<file path="src/rtl/ipres_pkg.sv">
`timescale 1ns/1ps
package ipres_pkg;
    localparam int DATA_W = 32;
    localparam int PRIO_W = 8;

    typedef enum logic [2:0] {
        RS_ONES,
        RS_POLL_WORD,
        RS_POLL_BYTE,
        RS_MFRR,
        RS_LINK
    } rsel_e;

    typedef struct packed {
        logic  bad;
        logic  accept;
        logic  set_cppr;
        logic  eoi;
        logic  set_mfrr;
        logic  link_wr;
        logic  is_read;
        rsel_e rsel;
    } dec_t;

    typedef struct packed {
        logic [DATA_W-1:0] rdata;
        logic              rvalid;
        logic              sticky;
    } front_regs_t;
endpackage

</file>
<file path="src/rtl/ipres_decode.sv">
`timescale 1ns/1ps
module ipres_decode
    import ipres_pkg::*;
#(
    parameter int ADDR_W    = 12,
    parameter int NUM_LINKS = 3,
    parameter int LINK_BASE = 4,
    parameter int LIX_W     = (NUM_LINKS > 1) ? $clog2(NUM_LINKS) : 1
) (
    input  logic              valid,
    input  logic              write,
    input  logic              word,
    input  logic [ADDR_W-1:0] addr,
    output dec_t              dec,
    output logic [LIX_W-1:0]  link_idx
);
    localparam int IDX_W = ADDR_W - 2;
    localparam logic [IDX_W-1:0] IX_POLL   = IDX_W'(0);
    localparam logic [IDX_W-1:0] IX_ACCEPT = IDX_W'(1);
    localparam logic [IDX_W-1:0] IX_MFRR   = IDX_W'(3);
    localparam logic [IDX_W-1:0] IX_LINK0  = IDX_W'(LINK_BASE);
    localparam logic [IDX_W-1:0] IX_LEND   = IDX_W'(LINK_BASE + NUM_LINKS);

    logic [IDX_W-1:0] word_idx;
    logic             byte0;
    logic             legal;

    assign word_idx = addr[ADDR_W-1:2];
    assign byte0    = !word && (addr[1:0] == 2'b00);

    always_comb begin
        dec      = '0;
        dec.rsel = RS_ONES;
        legal    = 1'b0;
        link_idx = '0;
        if (word_idx == IX_POLL) begin
            if (!write && word) begin
                legal    = 1'b1;
                dec.rsel = RS_POLL_WORD;
            end else if (!write && byte0) begin
                legal    = 1'b1;
                dec.rsel = RS_POLL_BYTE;
            end
        end else if (word_idx == IX_ACCEPT) begin
            if (byte0) begin
                legal = 1'b1;
                if (write) dec.set_cppr = 1'b1;
                else       dec.rsel     = RS_POLL_BYTE;
            end else if (word) begin
                legal = 1'b1;
                if (write) begin
                    dec.eoi = 1'b1;
                end else begin
                    dec.accept = 1'b1;
                    dec.rsel   = RS_POLL_WORD;
                end
            end
        end else if (word_idx == IX_MFRR) begin
            if (byte0) begin
                legal = 1'b1;
                if (write) dec.set_mfrr = 1'b1;
                else       dec.rsel     = RS_MFRR;
            end
        end else if (word_idx >= IX_LINK0 && word_idx < IX_LEND) begin
            link_idx = LIX_W'(word_idx - IX_LINK0);
            if (word) begin
                legal = 1'b1;
                if (write) dec.link_wr = 1'b1;
                else       dec.rsel    = RS_LINK;
            end
        end
        dec.bad     = !legal;
        dec.is_read = !write;
        if (!valid) begin
            dec      = '0;
            dec.rsel = RS_ONES;
        end
    end
endmodule

</file>
<file path="src/rtl/ipres_links.sv">
`timescale 1ns/1ps
module ipres_links
    import ipres_pkg::*;
#(
    parameter int NUM_LINKS = 3,
    parameter int LIX_W     = (NUM_LINKS > 1) ? $clog2(NUM_LINKS) : 1
) (
    input  logic                               clk,
    input  logic                               rst_n,
    input  logic                               we,
    input  logic [LIX_W-1:0]                   idx,
    input  logic [DATA_W-1:0]                  wdata,
    output logic [NUM_LINKS-1:0][DATA_W-1:0]   links
);
    for (genvar g = 0; g < NUM_LINKS; g++) begin : g_link
        logic [DATA_W-1:0] link_d, link_q;

        always_comb begin
            link_d = link_q;
            if (we && idx == LIX_W'(g)) link_d = wdata;
        end

        always_ff @(posedge clk) begin
            if (!rst_n) link_q <= '0;
            else        link_q <= link_d;
        end

        assign links[g] = link_q;
    end
endmodule

</file>
<file path="src/rtl/ipres_regfront.sv">
`timescale 1ns/1ps
module ipres_regfront
    import ipres_pkg::*;
#(
    parameter int ADDR_W    = 12,
    parameter int NUM_LINKS = 3,
    parameter int LINK_BASE = 4
) (
    input  logic              clk,
    input  logic              rst_n,
    input  logic              bus_valid,
    input  logic              bus_write,
    input  logic              bus_word,
    input  logic [ADDR_W-1:0] bus_addr,
    input  logic [31:0]       bus_wdata,
    output logic [31:0]       rdata,
    output logic              rvalid,
    input  logic [31:0]       core_pending,
    input  logic [7:0]        core_mfrr,
    output logic              cmd_accept,
    output logic              cmd_set_cppr,
    output logic              cmd_eoi,
    output logic              cmd_set_mfrr,
    output logic [31:0]       cmd_data,
    output logic              bad_access,
    input  logic              err_clr,
    output logic              err_sticky
);
    localparam int LIX_W = (NUM_LINKS > 1) ? $clog2(NUM_LINKS) : 1;
    localparam int PAD_W = DATA_W - PRIO_W;

    dec_t                             dec;
    logic [LIX_W-1:0]                 link_idx;
    logic [NUM_LINKS-1:0][DATA_W-1:0] links;
    front_regs_t                      st_d, st_q;
    logic [DATA_W-1:0]                rd_mux;

    ipres_decode #(
        .ADDR_W(ADDR_W), .NUM_LINKS(NUM_LINKS),
        .LINK_BASE(LINK_BASE), .LIX_W(LIX_W)
    ) i_decode (
        .valid(bus_valid), .write(bus_write), .word(bus_word),
        .addr(bus_addr), .dec(dec), .link_idx(link_idx)
    );

    ipres_links #(.NUM_LINKS(NUM_LINKS), .LIX_W(LIX_W)) i_links (
        .clk(clk), .rst_n(rst_n), .we(dec.link_wr), .idx(link_idx),
        .wdata(bus_wdata), .links(links)
    );

    always_comb begin
        case (dec.rsel)
            RS_POLL_WORD: rd_mux = core_pending;
            RS_POLL_BYTE: rd_mux = {{PAD_W{1'b0}}, core_pending[DATA_W-1 -: PRIO_W]};
            RS_MFRR:      rd_mux = {{PAD_W{1'b0}}, core_mfrr};
            RS_LINK:      rd_mux = links[link_idx];
            default:      rd_mux = '1;
        endcase
    end

    always_comb begin
        st_d        = st_q;
        st_d.rvalid = bus_valid && dec.is_read;
        if (bus_valid && dec.is_read) st_d.rdata = rd_mux;
        if (dec.bad)      st_d.sticky = 1'b1;
        else if (err_clr) st_d.sticky = 1'b0;
    end

    always_ff @(posedge clk) begin
        if (!rst_n) st_q <= '0;
        else        st_q <= st_d;
    end

    always_comb begin
        cmd_data = '0;
        if (dec.eoi)                        cmd_data = bus_wdata;
        else if (dec.set_cppr || dec.set_mfrr)
            cmd_data = {{PAD_W{1'b0}}, bus_wdata[PRIO_W-1:0]};
    end

    assign cmd_accept   = dec.accept;
    assign cmd_set_cppr = dec.set_cppr;
    assign cmd_eoi      = dec.eoi;
    assign cmd_set_mfrr = dec.set_mfrr;
    assign bad_access   = dec.bad;
    assign rdata        = st_q.rdata;
    assign rvalid       = st_q.rvalid;
    assign err_sticky   = st_q.sticky;
endmodule

</file>
<file path="config.mk">
export PLATFORM = sky130hd
export DESIGN_NAME = ipres_regfront
export DESIGN_NICKNAME = d
export VERILOG_FILES = /design/src/rtl/ipres_pkg.sv /design/src/rtl/ipres_decode.sv /design/src/rtl/ipres_links.sv /design/src/rtl/ipres_regfront.sv
export SDC_FILE = /design/constraint.sdc
export NUM_CORES = 1
export LEC_CHECK = 0
export ABC_CLOCK_PERIOD_IN_PS = 3300
export BUFFER_PORTS_ARGS = -buffer_cell sky130_fd_sc_hd__buf_2
export CAP_MARGIN = 20
export CORE_ASPECT_RATIO = 0.9
export CORE_UTILIZATION = 58
export DETAILED_ROUTE_END_ITERATION = 12
export GPL_TIMING_DRIVEN = 0
export PLACE_DENSITY = 0.81
export SLEW_MARGIN = 20
export SYNTH_ARGS = -nofsm -noshare
export SYNTH_HDL_FRONTEND = slang
export SYNTH_SLANG_ARGS = --single-unit
</file>
<file path="constraint.sdc">
create_clock -name clk -period 3.3 [get_ports clk]
set_input_delay 0.33 -clock clk [delete_from_list [all_inputs] [get_ports clk]]
set_output_delay 0.33 -clock clk [all_outputs]
set_load 0.005 [all_outputs]
</file>
==> metrics.yaml <==
gr-usage-met2: 0.606
synth_nets: 946
rrSetupSlack_ns: 2.15
drive_gt1_frac: 0.210
synth-xor-area-share: 0
use_met3: 0.0769
yosys.area.top_type: "dfxtp_1"
final-setup-viol-count: 0
ir_drop_mv: 0.436
grt_pass1_vias: 6949
timing.hold.ws_ns: 0.173
max_cap_violations: 0
slew_headroom: 0.408
ant_nets: 0
rows: 36
rsz0062_at_grt: "no"
cts_tree: "yes"
clk_pin_slew_ns: 0.06
leakage_nw: 3.22
status: "complete, no violations"
regToRegStartpoint: "i_links.g_link[0].link_q[13]"
fin_nets: 1123
synth_simple_gate_area_frac: 0.261
dp_hpwl_mm: 15.2
die_height_um: 104
dieWidth_um: 115
comb_power_share: 0.080
end_kind: "primary output"
wire_per_inst_um: 18.7
track_usage: 0.384
first_iter_violations: 774
critical_path_class: "in -> out"
worstRegToRegCells: 3
numCtsBuffers: 17
start_kind: "primary input"
cts_resized: 0
antenna_found_initial: 0
hold_viol_final: 0
synth_top_family_by_area: "compound AO/OA/AOI/OAI gates"
post_cts_buffers: 0
coreArea_mm2: 0.0110
startpoint: "bus_addr[9]"
portBuffers: 158
layout_commonest_cell: "nand2_1"
design.die.area_mm2: 0.0120
crit_required_ns: 2.97
period_needed_ns: 2.98
fin_area_mm2: 0.00840
p_sw_w: 0.000939
yosys_warnings: 0
place.gp.congestion: 0.881
fillers: 852
power_frac_seq: 0.386
synthCells: 856
yosysTopAreaCellShare: 0.387
ys_types: 45
synth_compound_area_frac: 0.304
cts_root_buf: "clkbuf_16"
fin_skew_ns: 0.00632
syn-cell-area_mm2: 0.00672
cts_sinks: 130
syn_avg_cell_area_um2: 7.85
via_per_inst: 6.13
ys.flop_type: "dfxtp_1"
n_antenna_cell: 0
synth_mux_area_frac: 0
worst_hold_path_type: "in -> reg"
grtUsageMet1: 0.511
powerDensity_mw_per_mm2: 500
grt_pass1_wl_mm: 35.5
grt_busiest_layer: "met2"
routed_wl_mm: 22.5
ctsHoldBuffers: 0
ys_async_sr_fraction: 0
htree_num_levels: 4
vias: 7342
postPlaceCellArea_mm2: 0.00770
synth_edf_count: 0
grt_remaining_overflow: 0
slew_violations: 0
p_int_w: 0.00326
power.share.switching: 0.224
synth_seq_cells: 130
fin_crit_sh: 0.902
p_clk_frac: 0.534
finalSetupTns_ns: 0
syn_to_final_growth_pct: 25.0
r2r-end: "rdata[13]"
cp-endpoint: "cmd_data[19]"
first_pass_iters: 5
clockBufferDepth: 2
insertion_delay_ns: 0.43
critical_path.max_fanout: 10
synthAdderAreaFrac: 0
ys_seq_area_frac: 0.387
ys_top_cells_by_area: "dfxtp_1 39%, nand2_1 12%, a21boi_1 7.8%"
route.detailed.drc: 0
ioPinCount: 161
initial_core_util: 0.609
tightestPinTransition_ns: 0.881
max_freq_mhz: 336
layout_common_cells: "207 x nand2_1, 167 x buf_2, 130 x dfxtp_1"
worst_ep_arrival_time_ns: 2.65
p_total_w: 0.00420
grt_max_degree: 17
layer usage:
layer / part of all wire / wire length [um]
met1: 0.41 / 9190
met2: 0.46 / 10300
met3: 0.11 / 2360
met5: 0 / 0
met4: 0.026 / 577
stage by stage:
| step | setup WS [ns] | instances | utilization |
|---|---|---|---|
| 2_1_floorplan | 1.27 | 856 | - |
| 3_3_place_gp | 0.436 | 1166 | 0.698 |
| 3_5_place_dp | 0.385 | 1166 | 0.698 |
| 4_1_cts | 0.368 | 1198 | 0.761 |
| 5_1_grt | 0.197 | 1198 | 0.761 |
| 6_report | 0.325 | 1198 | 0.761 |
cell families after synthesis:
logic type / after synthesis
buf+inv: 77
compound gates: 276
flops: 130
simple gates: 373
Yosys cell counts, types with 2 or more instances:
cell / count
inv_1: 2
nor3_2: 2
a211o_1: 2
o32ai_1: 8
a21boi_1: 70
or4_4: 2
nor3_1: 3
nor2_1: 59
o22ai_1: 24
and3_1: 4
nand3_1: 5
buf_1: 3
o21a_1: 2
and4_1: 2
nor4_1: 3
nand4_1: 2
o31ai_1: 8
nand2b_1: 5
buf_4: 6
and2_1: 60
a31o_1: 8
o211ai_1: 30
buf_2: 9
nor4_2: 3
nand2_1: 207
nor2b_1: 6
nor4_4: 3
a21boi_0: 33
o22a_1: 24
o21ai_0: 37
clkbuf_1: 56
or3_1: 3
o41ai_1: 24
dfxtp_1: 130
power by group through the flow:
stage	sequential, W	clock, W	combinational (W)
after floorplan	0.00165	0	0.000165
after global placement	0.00165	0	0.000322
final	0.00162	0.00224	0.000337
after global routing	0.00162	0.00230	0.000363
after detailed placement	0.00165	0	0.000325
after CTS	0.00162	0.00223	0.000330
worst max-delay path, cell delays in order:
cell and delay [ns]:
buf_2 0.12, nor4_4 0.38, nand2_2 0.23, nor4_2 0.83, clkbuf_1 0.45, and2_1 0.19
buf_2 0.10
state kept, by name, summed over array words and instances, names as in the netlist:
register,flops
i_links.g_link.link_q,96
rdata,32
err_sticky,1
rvalid,1
worst min path at each step:
stage                                           start                      endpoint  slack (ns)  cells after the start
after floorplan           i_links.g_link[2].link_q[2]   i_links.g_link[2].link_q[2]        0.43                      2
after global placement    i_links.g_link[1].link_q[3]   i_links.g_link[1].link_q[3]        0.44                      2
after detailed placement  i_links.g_link[0].link_q[5]   i_links.g_link[0].link_q[5]        0.44                      2
after CTS                               bus_wdata[23]  i_links.g_link[0].link_q[23]        0.17                      3
after global routing                     bus_wdata[7]   i_links.g_link[2].link_q[7]        0.18                      3
final                                   bus_wdata[23]  i_links.g_link[0].link_q[23]        0.17                      3
layout make-up:
| cell class | instances | area [um2] | share of cell area |
|---|---|---|---|
| Buffer | 74 | 312 | 0.0371 |
| Clock buffer | 18 | 439 | 0.0523 |
| Clock inverter | 14 | 258 | 0.0307 |
| Inverter | 3 | 11.3 | 0.00134 |
| Multi-Input combinational cell | 649 | 3800 | 0.452 |
| Sequential cell | 130 | 2600 | 0.310 |
| Tap cell | 152 | 190 | 0.0226 |
| Timing Repair Buffer | 158 | 791 | 0.0941 |
Power figures use the tool's default switching activity.
